[config.mk]
export PLATFORM = sky130hd
export DESIGN_NAME = hibernate_seq
export DESIGN_NICKNAME = d
export VERILOG_FILES = /design/src/rtl/hibseq_pkg.sv /design/src/rtl/hibseq_regs.sv /design/src/rtl/hibseq_sync.sv /design/src/rtl/hibseq_fsm.sv /design/src/rtl/hibernate_seq.sv
export SDC_FILE = /design/constraint.sdc
export NUM_CORES = 1
export LEC_CHECK = 0
export BUFFER_PORTS_ARGS = -buffer_cell sky130_fd_sc_hd__buf_2
export CELL_PAD_IN_SITES_DETAIL_PLACEMENT = 1
export CELL_PAD_IN_SITES_GLOBAL_PLACEMENT = 1
export CORE_MARGIN = 3
export CORE_UTILIZATION = 42
export DETAILED_ROUTE_END_ITERATION = 10
export GPL_ROUTABILITY_DRIVEN = 0
export GPL_TIMING_DRIVEN = 0
export PLACE_DENSITY = 0.94
export RECOVER_POWER = 25
export SLEW_MARGIN = 30
export SYNTH_ARGS = -nofsm -noshare
export SYNTH_HDL_FRONTEND = slang
export SYNTH_SLANG_ARGS = --single-unit
[constraint.sdc]
create_clock -name clk -period 6.2 [get_ports clk]
set_clock_uncertainty 0.1 [all_clocks]
set_input_delay 0.62 -clock clk [delete_from_list [all_inputs] [get_ports clk]]
set_output_delay 0.62 -clock clk [all_outputs]
set_load 0.1 [all_outputs]
[src/rtl/hibseq_pkg.sv]
package hibseq_pkg;
   typedef enum logic [1:0] {
      SEQ_RUN    = 2'd0,
      SEQ_SLEEP  = 2'd1,
      SEQ_DEBNC  = 2'd2,
      SEQ_HOLD   = 2'd3
   } seq_state_e;
endpackage

[src/rtl/hibseq_regs.sv]
module hibseq_regs #(
   parameter int unsigned ADDR_W   = 8,
   parameter int unsigned DATA_W   = 32,
   parameter int unsigned DEB_MSB  = 15,
   parameter int unsigned PUL_MSB  = 11,
   parameter int unsigned GRAN_LSB = 5,
   parameter int unsigned CNT_W    = 16,
   parameter logic [ADDR_W-1:0] HIB_OFS = 'h20,
   parameter logic [ADDR_W-1:0] DEB_OFS = 'h24,
   parameter logic [ADDR_W-1:0] PUL_OFS = 'h28
) (
   input  logic              clk,
   input  logic              rst_ni,
   input  logic              wr_en,
   input  logic [ADDR_W-1:0] wr_addr,
   input  logic [DATA_W-1:0] wr_data,
   input  logic [ADDR_W-1:0] rd_addr,
   output logic [DATA_W-1:0] rd_data,
   output logic              hib_req,
   output logic [CNT_W-1:0]  deb_lim,
   output logic [CNT_W-1:0]  pul_lim
);
   localparam int unsigned DEB_BITS = DEB_MSB - GRAN_LSB + 1;
   localparam int unsigned PUL_BITS = PUL_MSB - GRAN_LSB + 1;

   logic [DEB_BITS-1:0] deb_q;
   logic [PUL_BITS-1:0] pul_q;
   logic [DATA_W-1:0]   deb_word, pul_word;

   always_ff @(posedge clk or negedge rst_ni) begin
      if (!rst_ni) begin
         deb_q <= '0;
         pul_q <= '0;
      end else if (wr_en) begin
         if (wr_addr == DEB_OFS) deb_q <= wr_data[DEB_MSB:GRAN_LSB];
         if (wr_addr == PUL_OFS) pul_q <= wr_data[PUL_MSB:GRAN_LSB];
      end
   end

   always_comb begin
      deb_word = '0;
      pul_word = '0;
      deb_word[DEB_MSB:GRAN_LSB] = deb_q;
      pul_word[PUL_MSB:GRAN_LSB] = pul_q;
   end

   assign hib_req = wr_en && (wr_addr == HIB_OFS) && wr_data[0];
   assign deb_lim = deb_word[CNT_W-1:0];
   assign pul_lim = pul_word[CNT_W-1:0];

   always_comb begin
      if (rd_addr == DEB_OFS)      rd_data = deb_word;
      else if (rd_addr == PUL_OFS) rd_data = pul_word;
      else                         rd_data = '0;
   end
endmodule

[src/rtl/hibseq_sync.sv]
module hibseq_sync #(
   parameter int unsigned STAGES = 0
) (
   input  logic clk,
   input  logic rst_ni,
   input  logic din,
   output logic dout
);
   generate
      if (STAGES == 0) begin : g_bypass
         assign dout = din;
      end else begin : g_chain
         logic [STAGES-1:0] chain_q;
         always_ff @(posedge clk or negedge rst_ni) begin
            if (!rst_ni) chain_q <= '0;
            else         chain_q <= {chain_q[STAGES-2:0], din};
         end
         assign dout = chain_q[STAGES-1];
      end
   endgenerate
endmodule

[src/rtl/hibseq_fsm.sv]
module hibseq_fsm
   import hibseq_pkg::*;
#(
   parameter int unsigned CNT_W = 16
) (
   input  logic             clk,
   input  logic             rst_ni,
   input  logic             tick_en,
   input  logic             pin,
   input  logic             hib_req,
   input  logic [CNT_W-1:0] deb_lim,
   input  logic [CNT_W-1:0] pul_lim,
   output logic             pwr_en,
   output logic             sys_rst_n
);
   localparam logic [CNT_W-1:0] ONE = CNT_W'(1);

   seq_state_e       st_q, st_d;
   logic [CNT_W-1:0] cnt_q, cnt_d, cnt_inc;
   seq_state_e       wake_st;

   assign cnt_inc = cnt_q + ONE;
   assign wake_st = (pul_lim == '0) ? SEQ_RUN : SEQ_HOLD;

   always_comb begin
      st_d  = st_q;
      cnt_d = cnt_q;
      unique case (st_q)
         SEQ_RUN: begin
            if (hib_req) begin
               st_d  = SEQ_SLEEP;
               cnt_d = '0;
            end
         end
         SEQ_SLEEP: begin
            if (tick_en && pin) begin
               if (deb_lim <= ONE) begin
                  st_d  = wake_st;
                  cnt_d = '0;
               end else begin
                  st_d  = SEQ_DEBNC;
                  cnt_d = ONE;
               end
            end
         end
         SEQ_DEBNC: begin
            if (tick_en) begin
               if (!pin) begin
                  st_d  = SEQ_SLEEP;
                  cnt_d = '0;
               end else if (cnt_inc >= deb_lim) begin
                  st_d  = wake_st;
                  cnt_d = '0;
               end else begin
                  cnt_d = cnt_inc;
               end
            end
         end
         SEQ_HOLD: begin
            if (tick_en) begin
               if (cnt_inc >= pul_lim) begin
                  st_d  = SEQ_RUN;
                  cnt_d = '0;
               end else begin
                  cnt_d = cnt_inc;
               end
            end
         end
         default: begin
            st_d  = SEQ_RUN;
            cnt_d = '0;
         end
      endcase
   end

   always_ff @(posedge clk or negedge rst_ni) begin
      if (!rst_ni) begin
         st_q  <= SEQ_RUN;
         cnt_q <= '0;
      end else begin
         st_q  <= st_d;
         cnt_q <= cnt_d;
      end
   end

   assign pwr_en    = (st_q == SEQ_RUN) || (st_q == SEQ_HOLD);
   assign sys_rst_n = (st_q != SEQ_HOLD);
endmodule

[src/rtl/hibernate_seq.sv]
module hibernate_seq #(
   parameter int unsigned ADDR_W      = 8,
   parameter int unsigned DATA_W      = 32,
   parameter int unsigned DEB_MSB     = 15,
   parameter int unsigned PUL_MSB     = 11,
   parameter int unsigned GRAN_LSB    = 5,
   parameter int unsigned SYNC_STAGES = 0,
   parameter logic [ADDR_W-1:0] HIB_OFS = 'h20,
   parameter logic [ADDR_W-1:0] DEB_OFS = 'h24,
   parameter logic [ADDR_W-1:0] PUL_OFS = 'h28
) (
   input  logic              clk,
   input  logic              rst_ni,
   input  logic              tick_en,
   input  logic              wr_en,
   input  logic [ADDR_W-1:0] wr_addr,
   input  logic [DATA_W-1:0] wr_data,
   input  logic [ADDR_W-1:0] rd_addr,
   output logic [DATA_W-1:0] rd_data,
   input  logic              wake_pin,
   output logic              pwr_en,
   output logic              sys_rst_n
);
   localparam int unsigned CNT_W = ((DEB_MSB > PUL_MSB) ? DEB_MSB : PUL_MSB) + 1;

   generate
      if (CNT_W > DATA_W) begin : g_bad_width
         $error("count field exceeds data width");
      end
      if (GRAN_LSB < 1 || GRAN_LSB > PUL_MSB || GRAN_LSB > DEB_MSB) begin : g_bad_gran
         $error("granule position out of range");
      end
      if (SYNC_STAGES == 1) begin : g_bad_sync
         $error("synchronizer needs 0 or at least 2 stages");
      end
   endgenerate

   logic             hib_req, pin_s;
   logic [CNT_W-1:0] deb_lim, pul_lim;

   hibseq_regs #(
      .ADDR_W(ADDR_W), .DATA_W(DATA_W), .DEB_MSB(DEB_MSB), .PUL_MSB(PUL_MSB),
      .GRAN_LSB(GRAN_LSB), .CNT_W(CNT_W),
      .HIB_OFS(HIB_OFS), .DEB_OFS(DEB_OFS), .PUL_OFS(PUL_OFS)
   ) u_regs (
      .clk(clk), .rst_ni(rst_ni), .wr_en(wr_en), .wr_addr(wr_addr),
      .wr_data(wr_data), .rd_addr(rd_addr), .rd_data(rd_data),
      .hib_req(hib_req), .deb_lim(deb_lim), .pul_lim(pul_lim)
   );

   hibseq_sync #(.STAGES(SYNC_STAGES)) u_sync (
      .clk(clk), .rst_ni(rst_ni), .din(wake_pin), .dout(pin_s)
   );

   hibseq_fsm #(.CNT_W(CNT_W)) u_fsm (
      .clk(clk), .rst_ni(rst_ni), .tick_en(tick_en), .pin(pin_s),
      .hib_req(hib_req), .deb_lim(deb_lim), .pul_lim(pul_lim),
      .pwr_en(pwr_en), .sys_rst_n(sys_rst_n)
   );
endmodule

==> metrics <==
die width=89.0 um; crit-path max FO=10; highest-count cells in the layout ignoring fill and taps=buf_2, dfrtp_1, nand2_1; Req. time, crit path=6.30 ns; # setup viols final=0; largest family of logic cells by synthesized area=simple AND/OR/NAND/NOR gates; Setup TNS=0 ns; Skew-Pair Late Insertion Delay=0.30 ns; row count=29; maximum VDD drop=0.000301 V; crit end category=flip-flop; Reg area=901 sq um; initial cell density of the core=44.5%; multiplexer share of the synthesized area=8.18%; Initial DRC Count=151; max_slew headroom=-40.7%; status=finished with violations; H-tree depth=2; CP Data Arrival Time=4.72 ns; R2R setup slack=1.59 ns; total power=0.000862 W; via count=2730; post-synth cell types=56; Final Max Slew Viols=37; ys async rst share=100%; DR DRC count=0; first-pass GRT wire length=14700 um; synth warn=0; # IOs=87; Post-Syn Area=0.00289 sq mm; layout cells sized above 1=26.3%; number of CTS-inserted buffers=5; total grt overflow=0; Setup CP Type=reg2reg; Hold Crit Class=reg2reg; Hold Vio Cnt, Final=0; CTS Hold Bufs=0; Layout area overhead=17.4%; initial antenna violation count=0; CTS max path bufs=2; worst hold path startpoint=u_fsm.cnt_q[15]; number of synthesized flops with an enable pin=0; port bufs=45; Least-Margin Pin Slew=2.11 ns; clk sinks=36; Critical R2R Launch=u_fsm.cnt_q[0]; CTS tree=yes; fin nets=472; CTS resizes=0; Synth Register Bits=36; Worst Setup SP=u_fsm.cnt_q[0]; # fillers=786; multi-input gate area in the final layout=0.00173 sq mm; Synth Area in XOR/XNOR=3.94%; net switching fraction of the power=45.8%; sequential area share after synthesis=31.2%; final WL=9130 um; routed len/inst=19.3 um; Top FF cell, synth=dfrtp_1; Tcrit/Tclk final=74.4%; average cell area after synthesis=8.95 sq um; dominant cells by area after synthesis=dfrtp_1, ha_1, mux2_2, buf_4, nand2_1; commonest non-fill, non-tap cell in the layout=buf_2; Synth Area in Compound Gates=13.5%; clock group share of total power=24.7%; Hold Crit Endpoint=u_fsm.cnt_q[15]; logic gate share of total power=44.9%; Post-Synthesis Cells=323; chip height=89.0 um; pin count of the biggest net entering global routing=37; final antenna diode count=0; Pre-antenna DRT Iters=4; Sw Pwr=0.000395 W; P_int=0.000467 W; total track usage=24.5%; failing checks=capacitance limit, slew limit; top cell type's share of synthesized area=31.2%; Post-DP HPWL=6970 um; Reg power frac=30.4%; P_leak=1.68 nW; Final ANT Viol Nets=0; Period minus WS final=4.61 ns; cell depth of the worst flop-to-flop path=13; Worst-path clk slew=0.08 ns; Worst setup SP type=flip-flop; vias in the first global route=2894; die area=0.00792 sq mm; hold path cells=2; drt via density=5.77; PwrDens=254 mW/mm^2; Simple-Gate Fraction of Synth Area=21.1%; adder-cell area share of the yosys netlist=10.4%; # Max-Cap Violations=1; RSZ-0062 raised after global routing=no; reg2reg end=u_fsm.cnt_q[13]; Post-CTS Setup Repair Bufs=0; Max Clk Rate=0.217 GHz; cell taking the most area after synthesis=dfrtp_1; clock root buffer=clkbuf_8; core box area=0.00649 sq mm
## final cells by class
class	instances	area share, %
clock buffers	6	2.14
clock inverters	2	1.03
plain buffers	33	6.34
flip-flops and latches	36	26.5
inverters	32	3.54
well taps	77	2.84
repair buffers	45	6.60
multi-input cells	242	51.0
## flip-flops by register name (all words and copies together), names as in the netlist
register,cells
u_regs.deb_q,11
u_fsm.st_q,2
u_regs.pul_q,7
u_fsm.cnt_q,16
## cell usage after synthesis (4+ instances only)
cell and number:
dfrtp_1 36, nand2_1 33, inv_1 32, ha_1 24
buf_4 22, mux2_2 19, a21oi_1 13, nand3_1 12
nor2_1 9, a22o_1 8, clkbuf_1 8, nor3_1 8
o21ai_0 8, xnor2_1 8, o211ai_1 7, nand4_1 6
nor4_1 6, and2_1 5, xor2_1 5, or3_1 4
## metal layers
layer  up-vias  track usage (%)  part of all wire [%]
li1       1251                -                     -
met1      1360             28.0                    38
met2        95             45.0                    54
met3        24             4.15                   4.8
met4         0             9.74                   3.1
met5         -                0                     0
## worst max path at each step
stage / to / slack [ns] / cells after the start
floorplan: u_fsm.st_q[0] / 2.80 / 13
global placement: u_fsm.cnt_q[10] / 2.05 / 12
detailed placement: u_fsm.cnt_q[1] / 1.86 / 12
CTS: u_fsm.cnt_q[13] / 1.69 / 13
global route: u_fsm.cnt_q[13] / 1.22 / 13
finish: u_fsm.cnt_q[13] / 1.59 / 13
## cells by family after synthesis
family                     count (synthesis)
and+or+nand+nor                          107
muxes                                     21
adders and majority gates                 24
other                                      1
DFF                                       36
buffers and inverters                     65
xor gates and xnor gates                  13
AOI/OAI and AO/OA                         56
## power by group through the flow
stage / Clock (W) / Combinational, W / Sequential (W)
final: 0.000213 / 0.000387 / 0.000262
after detailed placement: 0 / 0.000380 / 0.000266
after global placement: 0 / 0.000359 / 0.000264
after global routing: 0.000225 / 0.000414 / 0.000263
after floorplan: 0 / 0.000288 / 0.000261
after CTS: 0.000212 / 0.000384 / 0.000261
## worst max-delay path: stages, from the launching register on
cell and delay [ns]:
dfrtp_1 0.38, clkbuf_1 0.36, nand2_1 0.14, nor2_1 0.43, nand3_1 0.25, xnor2_1 0.36
ha_1 0.34, a22o_1 0.24, o41ai_1 0.44, a21oi_1 0.15, nor4_2 0.47, clkbuf_1 0.47
a31oi_1 0.17, o21ai_0 0.22
## through the flow
step	cell area, sq um	setup WS, ns	utilization (%)	cells	hold WS, ns
floorplan	2970	2.80	-	343	0.224
global placement	3290	2.05	50.6	465	0.384
detailed placement	3290	1.86	50.6	465	0.422
CTS	3400	1.69	52.3	473	0.367
global route	3390	1.22	52.3	473	0.464
finish	3390	1.59	52.3	473	0.448
No activity file was read; power rests on OpenSTA's default activity.
